[config.mk]
export PLATFORM = sky130hd
export DESIGN_NAME = sum_restart_acc
export DESIGN_NICKNAME = d
export VERILOG_FILES = /design/src/rtl/sum_acc_pkg.sv /design/src/rtl/sum_acc_addend_mux.sv /design/src/rtl/sum_acc_adder.sv /design/src/rtl/sum_acc_state_reg.sv /design/src/rtl/sum_restart_acc.sv
export SDC_FILE = /design/constraint.sdc
export NUM_CORES = 1
export LEC_CHECK = 0
export BUFFER_PORTS_ARGS = -buffer_cell sky130_fd_sc_hd__buf_2
export CAP_MARGIN = 20
export CORE_MARGIN = 2
export CORE_UTILIZATION = 50
export CTS_CLUSTER_DIAMETER = 40
export CTS_CLUSTER_SIZE = 16
export DETAILED_ROUTE_END_ITERATION = 7
export GPL_TIMING_DRIVEN = 1
export PLACE_DENSITY_LB_ADDON = 0.1
export RECOVER_POWER = 50
export SYNTH_ARGS = -nofsm -noshare
export SYNTH_HDL_FRONTEND = slang
export SYNTH_SLANG_ARGS = --single-unit
export TNS_END_PERCENT = 5
[constraint.sdc]
create_clock -name clk -period 3.25 [get_ports clk]
set_clock_uncertainty 0.05 [all_clocks]
set_input_delay 0.1625 -clock clk [delete_from_list [all_inputs] [get_ports clk]]
set_output_delay 0.1625 -clock clk [all_outputs]
set_load 0.01 [all_outputs]
[src/rtl/sum_acc_pkg.sv]
package sum_acc_pkg;
   // How the adder is built
   localparam int ADD_BEHAV = 0;
   localparam int ADD_RIPPLE = 1;
   localparam int ADD_IMPL_MAX = 1;
   localparam int WIDTH_MAX = 1024;
endpackage

[src/rtl/sum_acc_addend_mux.sv]
// Second adder operand: zero when restarting, otherwise the stored total.
module sum_acc_addend_mux #(
   parameter int WIDTH = 16
) (
   input  logic             zero_sel_i,
   input  logic [WIDTH-1:0] state_i,
   output logic [WIDTH-1:0] addend_o
);
   localparam logic [WIDTH-1:0] ZERO_W = '0;

   always_comb begin
      if (zero_sel_i) addend_o = ZERO_W;
      else            addend_o = state_i;
   end
endmodule

[src/rtl/sum_acc_adder.sv]
// Wrapping adder; ADD_IMPL picks a behavioural or an explicit ripple build.
module sum_acc_adder
   import sum_acc_pkg::*;
#(
   parameter int WIDTH    = 16,
   parameter int ADD_IMPL = ADD_BEHAV
) (
   input  logic             clk,
   input  logic             rst,
   input  logic [WIDTH-1:0] a_i,
   input  logic [WIDTH-1:0] b_i,
   output logic [WIDTH-1:0] sum_o
);
   initial begin
      assert (ADD_IMPL >= 0 && ADD_IMPL <= ADD_IMPL_MAX)
         else $error("sum_acc_adder: ADD_IMPL out of range");
   end

   generate
      if (ADD_IMPL == ADD_RIPPLE) begin : g_ripple
         logic [WIDTH:0] carry;
         assign carry[0] = 1'b0;
         for (genvar i = 0; i < WIDTH; i++) begin : g_bit
            assign sum_o[i]    = a_i[i] ^ b_i[i] ^ carry[i];
            assign carry[i+1]  = (a_i[i] & b_i[i]) | (carry[i] & (a_i[i] ^ b_i[i]));
         end
         // Carry chain agrees with the arithmetic sum, truncated
         AST_RIPPLE_MATCH: assert property (@(posedge clk) disable iff (rst)
            sum_o == WIDTH'(a_i + b_i));
      end else begin : g_behav
         logic [WIDTH:0] full_sum;
         assign full_sum = {1'b0, a_i} + {1'b0, b_i};
         assign sum_o    = full_sum[WIDTH-1:0];
      end
   endgenerate
endmodule

[src/rtl/sum_acc_state_reg.sv]
// Holding register with synchronous clear.
module sum_acc_state_reg #(
   parameter int WIDTH = 16
) (
   input  logic             clk,
   input  logic             rst,
   input  logic [WIDTH-1:0] next_i,
   output logic [WIDTH-1:0] q_o
);
   localparam logic [WIDTH-1:0] CLEAR_W = '0;

   always_ff @(posedge clk) begin
      if (rst) q_o <= CLEAR_W;
      else     q_o <= next_i;
   end

   AST_RESET_CLEAR: assert property (@(posedge clk)
      rst |=> q_o == CLEAR_W);
endmodule

[src/rtl/sum_restart_acc.sv]
module sum_restart_acc
   import sum_acc_pkg::*;
#(
   parameter int WIDTH    = 16,
   parameter int ADD_IMPL = ADD_BEHAV
) (
   input  logic             clk,
   input  logic             rst,
   input  logic             load_i,
   input  logic [WIDTH-1:0] din_i,
   output logic [WIDTH-1:0] acc_o
);
   initial begin
      assert (WIDTH >= 1 && WIDTH <= WIDTH_MAX)
         else $error("sum_restart_acc: WIDTH out of range");
   end

   logic [WIDTH-1:0] addend;
   logic [WIDTH-1:0] next_sum;

   sum_acc_addend_mux #(.WIDTH(WIDTH)) u_mux (
      .zero_sel_i (load_i),
      .state_i    (acc_o),
      .addend_o   (addend)
   );

   sum_acc_adder #(.WIDTH(WIDTH), .ADD_IMPL(ADD_IMPL)) u_add (
      .clk   (clk),
      .rst   (rst),
      .a_i   (din_i),
      .b_i   (addend),
      .sum_o (next_sum)
   );

   sum_acc_state_reg #(.WIDTH(WIDTH)) u_reg (
      .clk    (clk),
      .rst    (rst),
      .next_i (next_sum),
      .q_o    (acc_o)
   );

   AST_LOAD_RESTART: assert property (@(posedge clk) disable iff (rst)
      load_i |=> acc_o == $past(din_i));
   AST_ACCUM_WRAP: assert property (@(posedge clk) disable iff (rst)
      !load_i |=> acc_o == WIDTH'($past(acc_o) + $past(din_i)));
endmodule

; ---- After elaboration in Yosys (flattened, before gate mapping)
; Index checks and enable logic that the tools add are counted.
; W data, S select, Z words.
[word_totals]
register_bits = 16
word_cells = 3
[op_classes]
n_addsub = 1
mux = 1
[ops]
columns = op, n
row1 = $add A16 B16 Y16, 1
row2 = $mux W16, 1

; ---- Depth between registers and ports, before layout
[depth]
word_depth = 2
mapped_depth = 9
mapped_depth_nobuf = 8

; ---- Cells and area by module
; Synthesis repeated with hierarchy kept, for this count alone.
[unflattened]
hier_cells = 157
area_unflattened_um2 = 1461.4
[by_module_without_submodules]
columns = mod, n_inst, cells_each, area_per_inst_um2, seq_area_each_um2
row1 = sum_acc_adder, 1, 107, 853.3, 0.0
row2 = sum_acc_state_reg, 1, 33, 464.2, 320.3
row3 = sum_acc_addend_mux, 1, 17, 143.9, 0.0

; ---- Least setup slack after synthesis
; OpenSTA, ideal clock, no wires.
[synth_timing]
path_kind = input -> register
startpoint = input load_i
endpoint = register u_reg.q_o[12]
setup_time_ps = 123
arrival_ps = 2193
required_ps = 3077
setup_slack_ps = 883
stages = 9
cell_sequence = clkbuf_1 nor2b_1 ha_1 fa_1 a21oi_1 o211a_1 nor2_1 a311oi_1 mux2_1
[synth_between]
elab_chain_len = 2
[synth_rtl]
columns = element, line
row1 = "start, declared", sum_restart_acc.sv:9  ; input logic load_i,
row2 = $mux W16, sum_acc_addend_mux.sv:12  ; if (zero_sel_i) addend_o = ZERO_W;
row3 = $add A16 B16 Y16, sum_acc_adder.sv:32  ; assign full_sum = {1'b0, a_i} + {1'b0, b_i};
row4 = "end signal, assigned", sum_acc_state_reg.sv:14  ; else q_o <= next_i;
row5 = "end, declared", sum_acc_state_reg.sv:8  ; output logic [WIDTH-1:0] q_o
; No other way between the ends.
; A chain may end at the register's enable or synchronous reset.

; ---- Final worst setup path
[layout_timing]
startpoint = register u_reg.q_o[0]
endpoint = register u_reg.q_o[12]
[layout_between]
elab_chain_len = 2
[layout_rtl]
columns = element, line
row1 = $mux W16, sum_acc_addend_mux.sv:12
row2 = $add A16 B16 Y16, sum_acc_adder.sv:32
; No other way between the ends.

==> results_dict.tcl <==
set metrics [dict create \
    drv_cap 0 \
    start_kind "flop" \
    synthArstFlopShare 0 \
    dieWidth_um 55.2 \
    top_register "u_reg.q_o" \
    grt_usage 0.216 \
    finalNetCount 227 \
    synth_cell_type_count 41 \
    setup_viol 0 \
    cp.arrival_ns 2.63 \
    synth_cells 158 \
    critPathKind "flop to flop" \
    fin_tns_setup_ns 0 \
    viasPerCell 5.56 \
    syn_avg_cell_area_um2 8.28 \
    antenna_found_initial 0 \
    synth-seq-cells 16 \
    diodes 0 \
    finalPower_w 0.000603 \
    synth_area_leader_cell "dfxtp_1" \
    endpoint_kind "flop" \
    cellPowerDensity_nw_per_um2 403 \
    hold_viol_final 0 \
    synthMostInstantiatedCell "nor2b_1" \
    synth.net_count 193 \
    clock_latency_ns 0.30 \
    synth_area_leaders "dfxtp_1 24%, ha_1 14%, nor2b_1 9.6%, a21oi_1 4.6%, xnor2_1 4.0%" \
    area_growth_pct 14.3 \
    first_iter_violations 17 \
    gp_congestion 0.864 \
    max_freq_ghz 0.403 \
    start_util 0.528 \
    post_drt_wl_per_cell_um 13.3 \
    design.core.area_um2 2480 \
    rows 18 \
    numClockSinks 16 \
    largest_reg_flops 16 \
    timing.final.crit_share 0.764 \
    grt-ovfl-total 0 \
    cts_buffers 3 \
    layout-drive-gt1-share 0.162 \
    worstMarginPinSlew_ns 0.451 \
    dieArea_um2 3040 \
    post_cts_buffers 0 \
    slew_viol_final 0 \
    vias 1229 \
    grt_pass1_vias 1116 \
    synth_common_cells "20 x nor2b_1, 16 x dfxtp_1, 15 x ha_1, 12 x a21oi_1, 11 x nor2_1" \
    ioPinCount 35 \
    ys.flop_type "dfxtp_1" \
    cts.repair.resized 0 \
    die_height_um 55.2 \
    crit_path_max_fanout 3 \
    grt_first_pass_wirelength_um 4720 \
    cts_hold_buf 0 \
    clockRootBuffer "clkbuf_4" \
    cts_max_level 1 \
    ys_seq_area_frac 0.245 \
    synth_edf_count 0 \
    irDropWorstVdd_mv 0.319 \
    cts_tree "done" \
    drc 0 \
    whs_ns 0.143 \
    drtAntennaViolNets 0 \
    outcome "completed" \
    relSlewSlack 0.696 \
    io_buffers 34 \
    min_path_type "input pin to flop" \
    first_pass_iters 4 \
    drt_wl_total_um 2950 \
    clk_pin_slew_ns 0.10 \
    rsz0062_at_grt "false" \
    yosys_warnings 0 \
    p_leak_nw 0.662 \
    min_period_ns 2.48 \
    reg_top3 "u_reg.q_o: 16 flops" \
    cts_buffer_depth 2 \
    synth_area_um2 1310 \
    grt_max_degree 21 \
    cp.required_ns 3.39 \
    yosysTopAreaCellShare 0.245 \
    place_hpwl_um 2290 \
]
## critical path, stage by stage (launching register included)
cell and delay, ns:
dfxtp_1 0.32, nor2b_1 0.12, ha_1 0.24, fa_1 0.41, a21oi_1 0.23, o211a_1 0.26, nor2_1 0.07, a311oi_1 0.33
mux2_1 0.35
## cell usage in the layout (no fill, tap or decap), types with 2 or more instances in the layout
master	instances
nand2_1	8
nand3_1	9
nand2b_1	2
xnor2_1	6
buf_2	18
o21ai_0	4
nor3_1	6
a21oi_1	12
o21a_1	4
o21bai_1	2
a31oi_1	3
dfxtp_1	16
clkbuf_4	3
a21o_1	2
mux2_2	2
ha_1	15
inv_1	8
nor2_1	11
and3_1	2
clkbuf_1	16
nor2b_1	20
o211ai_1	2
## report_power, final
part | leakage [nW] | internal [W] | switching, W
registers | 0.133 | 0.000222 | 0.0000109
logic | 0.508 | 0.000101 | 0.000131
clock network | 0.0210 | 0.0000683 | 0.0000697
total | 0.662 | 0.000392 | 0.000211
## routing by layer
| layer | GRT usage | wire length, µm |
|---|---|---|
| met5 | 0 | 0 |
| met4 | 0.0854 | 46 |
| met3 | 0.0242 | 123 |
| met2 | 0.365 | 1340 |
| met1 | 0.280 | 1430 |
## worst paths after layout
path                 startpoint            end  slack [ns]  depth (start not counted)
setup / recovery   u_reg.q_o[0]  u_reg.q_o[12]        0.77                          8
hold / removal        din_i[15]  u_reg.q_o[15]        0.14                          4
setup reg to reg   u_reg.q_o[0]  u_reg.q_o[12]        0.77                          8
hold reg to reg   u_reg.q_o[15]  u_reg.q_o[15]        0.60                          4
## metrics by stage
stage | cells | instance area [µm²] | util | worst slack, ns
detailed placement | 217 | 1480 | 0.597 | 0.674
global placement | 217 | 1480 | 0.597 | 0.728
global route | 221 | 1500 | 0.604 | 0.606
CTS | 221 | 1520 | 0.612 | 0.782
finish | 221 | 1500 | 0.604 | 0.767
floorplan | 158 | 1310 | - | 0.883
## cell families after synthesis
logic type      after synthesis  share of synthesized area
compound gates               42                      0.228
xor+xnor                      7                     0.0468
fa+ha+maj                    16                      0.159
buf+inv                      13                     0.0507
flops                        16                      0.245
mux                           3                     0.0258
simple gates                 61                      0.246
## area by class of cell
cell class / count / area [µm²]
Multi-Input combinational cell: 129 / 922
Fill cell: 266 / 981
Inverter: 8 / 30.0
Clock buffer: 4 / 36.3
Sequential cell: 16 / 320
Tap cell: 30 / 37.5
Timing Repair Buffer: 34 / 150
No activity file was read; power rests on OpenSTA's default activity.
